[config.mk]
export PLATFORM = sky130hd
export DESIGN_NAME = led_status_top
export DESIGN_NICKNAME = d
export VERILOG_FILES = /design/src/rtl/led_pkg.sv /design/src/rtl/led_timebase.sv /design/src/rtl/led_fader.sv /design/src/rtl/led_heartbeat.sv /design/src/rtl/led_status_top.sv
export SDC_FILE = /design/constraint.sdc
export NUM_CORES = 1
export LEC_CHECK = 0
export BUFFER_PORTS_ARGS = -buffer_cell sky130_fd_sc_hd__buf_2
export CAP_MARGIN = 25
export CORE_ASPECT_RATIO = 1.2
export CORE_MARGIN = 2
export CORE_UTILIZATION = 56
export CTS_CLUSTER_DIAMETER = 40
export DETAILED_ROUTE_END_ITERATION = 6
export PLACE_DENSITY = 0.86
export SYNTH_ARGS = -nofsm -noshare
export SYNTH_HDL_FRONTEND = slang
export SYNTH_HIERARCHICAL = 1
export SYNTH_SLANG_ARGS = --single-unit
[constraint.sdc]
create_clock -name clk -period 2.1 [get_ports clk]
set_input_delay 0.315 -clock clk [delete_from_list [all_inputs] [get_ports clk]]
set_output_delay 0.315 -clock clk [all_outputs]
set_load 0.05 [all_outputs]
[src/rtl/led_pkg.sv]
package led_pkg;

    typedef struct packed {
        logic red;
        logic green;
        logic blue;
        logic amber;
    } led_vec_t;

    typedef enum int {
        CH_NONCE  = 0,
        CH_SERIAL = 1
    } fade_ch_e;

    localparam int NUM_FADE = 2;

    function automatic int duty_width(input int pwm_w);
        return pwm_w + 1;
    endfunction

endpackage

[src/rtl/led_timebase.sv]
module led_timebase #(
    parameter int PWM_W  = 8,
    parameter int TICK_W = 16
) (
    input  logic             clk,
    input  logic             rst,
    output logic [PWM_W-1:0] pwm_phase,
    output logic             fade_tick
);

    logic [TICK_W-1:0] tick_cnt;

    always_ff @(posedge clk) begin
        if (rst) begin
            pwm_phase <= '0;
            tick_cnt  <= '0;
        end else begin
            pwm_phase <= pwm_phase + 1'b1;
            tick_cnt  <= tick_cnt + 1'b1;
        end
    end

    // one step per full wrap of the tick counter
    assign fade_tick = &tick_cnt;

endmodule

[src/rtl/led_fader.sv]
module led_fader #(
    parameter int PWM_W  = 8,
    parameter int DUTY_W = PWM_W + 1
) (
    input  logic              clk,
    input  logic              rst,
    input  logic              trigger,
    input  logic              fade_tick,
    input  logic [PWM_W-1:0]  pwm_phase,
    output logic [DUTY_W-1:0] duty,
    output logic              led_on
);

    localparam logic [DUTY_W-1:0] FULL = {1'b1, {PWM_W{1'b0}}};

    always_ff @(posedge clk) begin
        if (rst) begin
            duty <= '0;
        end else if (trigger) begin
            duty <= FULL;
        end else if (fade_tick && (duty != '0)) begin
            duty <= duty - 1'b1;
        end
    end

    assign led_on = ({1'b0, pwm_phase} < duty);

endmodule

[src/rtl/led_heartbeat.sv]
module led_heartbeat #(
    parameter int HB_W = 25
) (
    input  logic clk,
    input  logic rst,
    input  logic clk_lock,
    input  logic clk_valid,
    output logic blink,
    output logic fault
);

    logic            clean;
    logic            fault_q;
    logic [HB_W-1:0] hb_cnt;

    assign clean = clk_lock & clk_valid;

    always_ff @(posedge clk) begin
        if (rst) begin
            fault_q <= 1'b0;
            hb_cnt  <= '0;
        end else begin
            fault_q <= ~clean;
            // held at zero during a fault so recovery starts at a fixed phase
            hb_cnt  <= clean ? hb_cnt + 1'b1 : '0;
        end
    end

    assign fault = fault_q;
    assign blink = fault_q | hb_cnt[HB_W-1];

endmodule

[src/rtl/led_status_top.sv]
module led_status_top
    import led_pkg::*;
#(
    parameter int HB_W   = 25,
    parameter int PWM_W  = 8,
    parameter int TICK_W = 16
) (
    input  logic clk,
    input  logic rst,
    input  logic clk_lock,
    input  logic clk_valid,
    input  logic nonce_found,
    input  logic rx_act,
    input  logic tx_act,
    input  logic busy,
    output logic led_red,
    output logic led_green,
    output logic led_blue,
    output logic led_amber
);

    localparam int DUTY_W = duty_width(PWM_W);

    logic [PWM_W-1:0]  pwm_phase;
    logic              fade_tick;
    logic              hb_blink;
    logic              hb_fault;
    logic              trig   [NUM_FADE];
    logic              fade_on[NUM_FADE];
    logic [DUTY_W-1:0] duty   [NUM_FADE];
    logic [DUTY_W-1:0] duty_grn;
    logic [DUTY_W-1:0] duty_blu;
    led_vec_t          leds;

    assign trig[CH_NONCE]  = nonce_found;
    assign trig[CH_SERIAL] = rx_act | tx_act;

    led_timebase #(.PWM_W(PWM_W), .TICK_W(TICK_W)) u_tb (
        .clk       (clk),
        .rst       (rst),
        .pwm_phase (pwm_phase),
        .fade_tick (fade_tick)
    );

    led_heartbeat #(.HB_W(HB_W)) u_hb (
        .clk       (clk),
        .rst       (rst),
        .clk_lock  (clk_lock),
        .clk_valid (clk_valid),
        .blink     (hb_blink),
        .fault     (hb_fault)
    );

    for (genvar g = 0; g < NUM_FADE; g++) begin : g_fade
        led_fader #(.PWM_W(PWM_W), .DUTY_W(DUTY_W)) u_fade (
            .clk       (clk),
            .rst       (rst),
            .trigger   (trig[g]),
            .fade_tick (fade_tick),
            .pwm_phase (pwm_phase),
            .duty      (duty[g]),
            .led_on    (fade_on[g])
        );
    end

    assign duty_grn = duty[CH_NONCE];
    assign duty_blu = duty[CH_SERIAL];

    assign leds = '{red:   hb_blink,
                    green: fade_on[CH_NONCE],
                    blue:  fade_on[CH_SERIAL],
                    amber: ~busy};

    assign led_red   = leds.red;
    assign led_green = leds.green;
    assign led_blue  = leds.blue;
    assign led_amber = leds.amber;

endmodule

==> impl_metrics.tcl <==
set metrics [dict create \
    io_buffer_count 11 \
    cts_tree "done" \
    critical_path_required_ps 1780 \
    insertion_delay_ps 350 \
    critPathTopFamily "compound AO/OA/AOI/OAI gates" \
    rsz0062_at_grt "true" \
    totalWireLength_um 7630 \
    worst_path_max_delay_cell "dfxtp_2" \
    crit_path_start "g_fade[1].u_fade/duty[6]" \
    dieArea_sq_um 6860 \
    cp_cell_sequence "inv_1, ha_1, nand4_1, a211oi_2, o221ai_2, buf_6" \
    cp-end-kind "output port" \
    synth_compound_area_share_pct 14.1 \
    cap_violations 0 \
    grt_pass1_wl_um 12800 \
    core-area_sq_um 6010 \
    yosys-top-cells-area "dfxtp_1 39%, ha_1 6.8%, nor2_1 5.6%" \
    r2r_setup_slack_ps 70 \
    area_delta_synth_final_pct 17.3 \
    path_class "reg -> out" \
    synth_top_family_by_area "simple AND/OR/NAND/NOR gates" \
    slew_violations 0 \
    num_rows 31 \
    setup_violations 1 \
    worst_ir_drop_vdd_mv 0.356 \
    first_global_vias 3082 \
    syn-num-nets 434 \
    synthXorXnorAreaFrac_pct 4.53 \
    initial_core_util_pct 57.9 \
    r2r-start "u_tb/tick_cnt[11]" \
    period_needed_ps 2140 \
    drt_iter0_markers 213 \
    netlist_instances 407 \
    yosysWarnings 6 \
    worstSetupStartpointType "flip-flop" \
    min_period_over_period_pct 102 \
    dpl_cell_area_sq_um 3760 \
    layout.nets 466 \
    via_per_inst 5.98 \
    crit_arrival_ps 1830 \
    fin_area_sq_um 4080 \
    synthAdderAreaFrac_pct 6.83 \
    cts_buffers 9 \
    antenna_found_initial 0 \
    synth_area_leader_cell "dfxtp_1" \
    clock-sinks 68 \
    synth-simple-area-share_pct 28.3 \
    vias 3148 \
    final.setup.tns_ps -42.8 \
    hp-start "clk_valid" \
    antenna_cells 0 \
    io_pins 12 \
    layout_setup_ws_ps -42.8 \
    critPathMaxStageDelay_ps 380 \
    wire_per_inst_um 14.5 \
    tightest_slew_ps 456 \
    hold_buffers 0 \
    nFillCells 442 \
    muxShareOfSynthArea_pct 3.02 \
    die_y_um 90.3 \
    power.leakage_nw 1.40 \
    dp_hpwl_um 4940 \
    skew_ps 12.5 \
    grt_max_degree 26 \
    cts_buffer_depth 2 \
    status "complete, but fails checks" \
    gp_congestion 0.834 \
    crit_fanout 4 \
    grt_use_total_pct 22.7 \
    max_freq_mhz 467 \
    cp_num_buf_inv 2 \
    drtAntennaViolNets 0 \
    violations "setup timing" \
    avgSynthCellArea_sq_um 8.55 \
    synth-seq-area-share_pct 39.1 \
    overflow 0 \
    hold_viol 0 \
    yosysUniqueCellTypes 40 \
    die_w_um 75.9 \
    post-synth-top-area-fraction_pct 39.1 \
    hp-class "in -> reg" \
    ctsRootBufferMaster "clkbuf_8" \
    h-tree-depth 3 \
    netlist_area_sq_um 3480 \
    layout-drive-gt1-share_pct 21.6 \
    ys_ff_latch 68 \
    first_pass_iters 5 \
    maxSlewHeadroom_pct 69.4 \
    drc 0 \
    p_per_area_nw_per_um2 630 \
    clk_pin_slew_worst_paths_ps 80 \
]
==> area by class of cell <==
class	instances	area [sq um]	share of cell area, %
multi-input combinational	303	2080	51.0
sequential	68	1390	34.0
timing repair buffer	30	210	5.15
clock buffer	9	124	3.04
tap	82	103	2.52
inverter	27	101	2.48
clock inverter	7	75.1	1.84
==> path summary, 6_finish.rpt <==
kind | endpoint | cells past startpoint
min reg2reg | u_tb/tick_cnt[10] | 2
min | u_hb/fault | 2
max | led_blue | 6
max reg2reg | g_fade[0].u_fade/duty[3] | 7
==> placed cells by master, fill, tap and decap left out, types with 3 or more instances in the layout <==
master      Yosys  final
clkinvlp_4      0      3
nor2b_1         6      6
buf_4           0     19
nand4_1        14     14
a211oi_2        0      5
inv_1          27     27
mux2_2          4      4
dfxtp_4         0      3
nor3_1          5      4
xnor2_1         9      9
o31ai_1        10     10
nor4_4          2      3
clkbuf_8        0      9
or4_1          10      9
dfxtp_2         0     10
nand3_1        19     19
ha_1           19     18
o21ai_1         0      3
a21oi_2         2      3
nor4_1          6      5
or3_1          11     11
xor2_1          9      9
o21ai_0        21     17
a31oi_1         4      4
nand2_1        25     25
nor2_1         52     52
buf_2           0      9
mux2i_1         6      6
or2_1           3      3
a211oi_1       10      5
a21oi_1        30     29
or3_2           5      5
dfxtp_1        68     55
==> what timing repair did <==
item                                    in CTS  in global routing
gates resized for setup                     19                 16
buffers inserted                             2                  1
endpoints found under the setup margin       4                 12
pin swaps                                    2                  6
==> power by group <==
group / internal [W] / switching (W)
combinational: 0.0000655 / 0.000104
clock: 0.000554 / 0.000531
sequential: 0.00130 / 0.0000161
==> synth_stat cells, drive strengths merged <==
| library cell | n |
|---|---|
| nand4bb | 2 |
| nor2b | 6 |
| o21ai | 21 |
| clkbuf | 8 |
| or4b | 2 |
| or2 | 4 |
| nand2 | 25 |
| o221ai | 2 |
| a21oi | 32 |
| xor2 | 9 |
| nand4 | 16 |
| a31oi | 6 |
| dfxtp | 68 |
| nand2b | 2 |
| nand3 | 19 |
| and2b | 2 |
| and3 | 2 |
| mux2 | 4 |
| and4 | 1 |
| a211oi | 10 |
| nor2 | 52 |
| or3 | 16 |
| buf | 1 |
| inv | 27 |
| o31ai | 10 |
| nand3b | 1 |
| or4 | 12 |
| nor4 | 8 |
| xnor2 | 9 |
| mux2i | 6 |
| nor3 | 5 |
| ha | 19 |
==> registers in the layout, summed over array words and instances, names as in the netlist <==
signal	count
g_fade.u_fade/duty	18
u_hb/hb_cnt	25
u_hb/fault	1
u_tb/tick_cnt	16
u_tb/pwm_phase	8
==> metrics by stage <==
step	cells	hold slack (ps)	total power, W	util [%]	setup WS (ps)
finish	526	147	0.00257	67.8	-42.8
global route	526	145	0.00267	67.8	-84.6
CTS	525	144	0.00258	66.8	5.38
detailed placement	507	473	0.00150	62.5	-11.5
global placement	507	461	0.00149	62.5	72.8
floorplan	407	384	0.00145	-	9.58
==> kinds of logic after synthesis <==
logic type / count (synthesis)
AO/OA/AOI/OAI: 81
XOR/XNOR: 18
adder cells (fa/ha/maj): 19
buffers and inverters: 36
flip-flops: 68
multiplexers: 10
AND/OR/NAND/NOR: 175
==> routing by layer <==
layer / track usage [%] / vias to the layer above / share of wire, %
met5: 0 / - / 0
met4: 10.5 / 0 / 2.5
met3: 5.10 / 24 / 4.7
met2: 41.8 / 112 / 52
met1: 24.7 / 1477 / 41
li1: - / 1535 / -
Note: power is estimated with default switching activity, not from simulation.
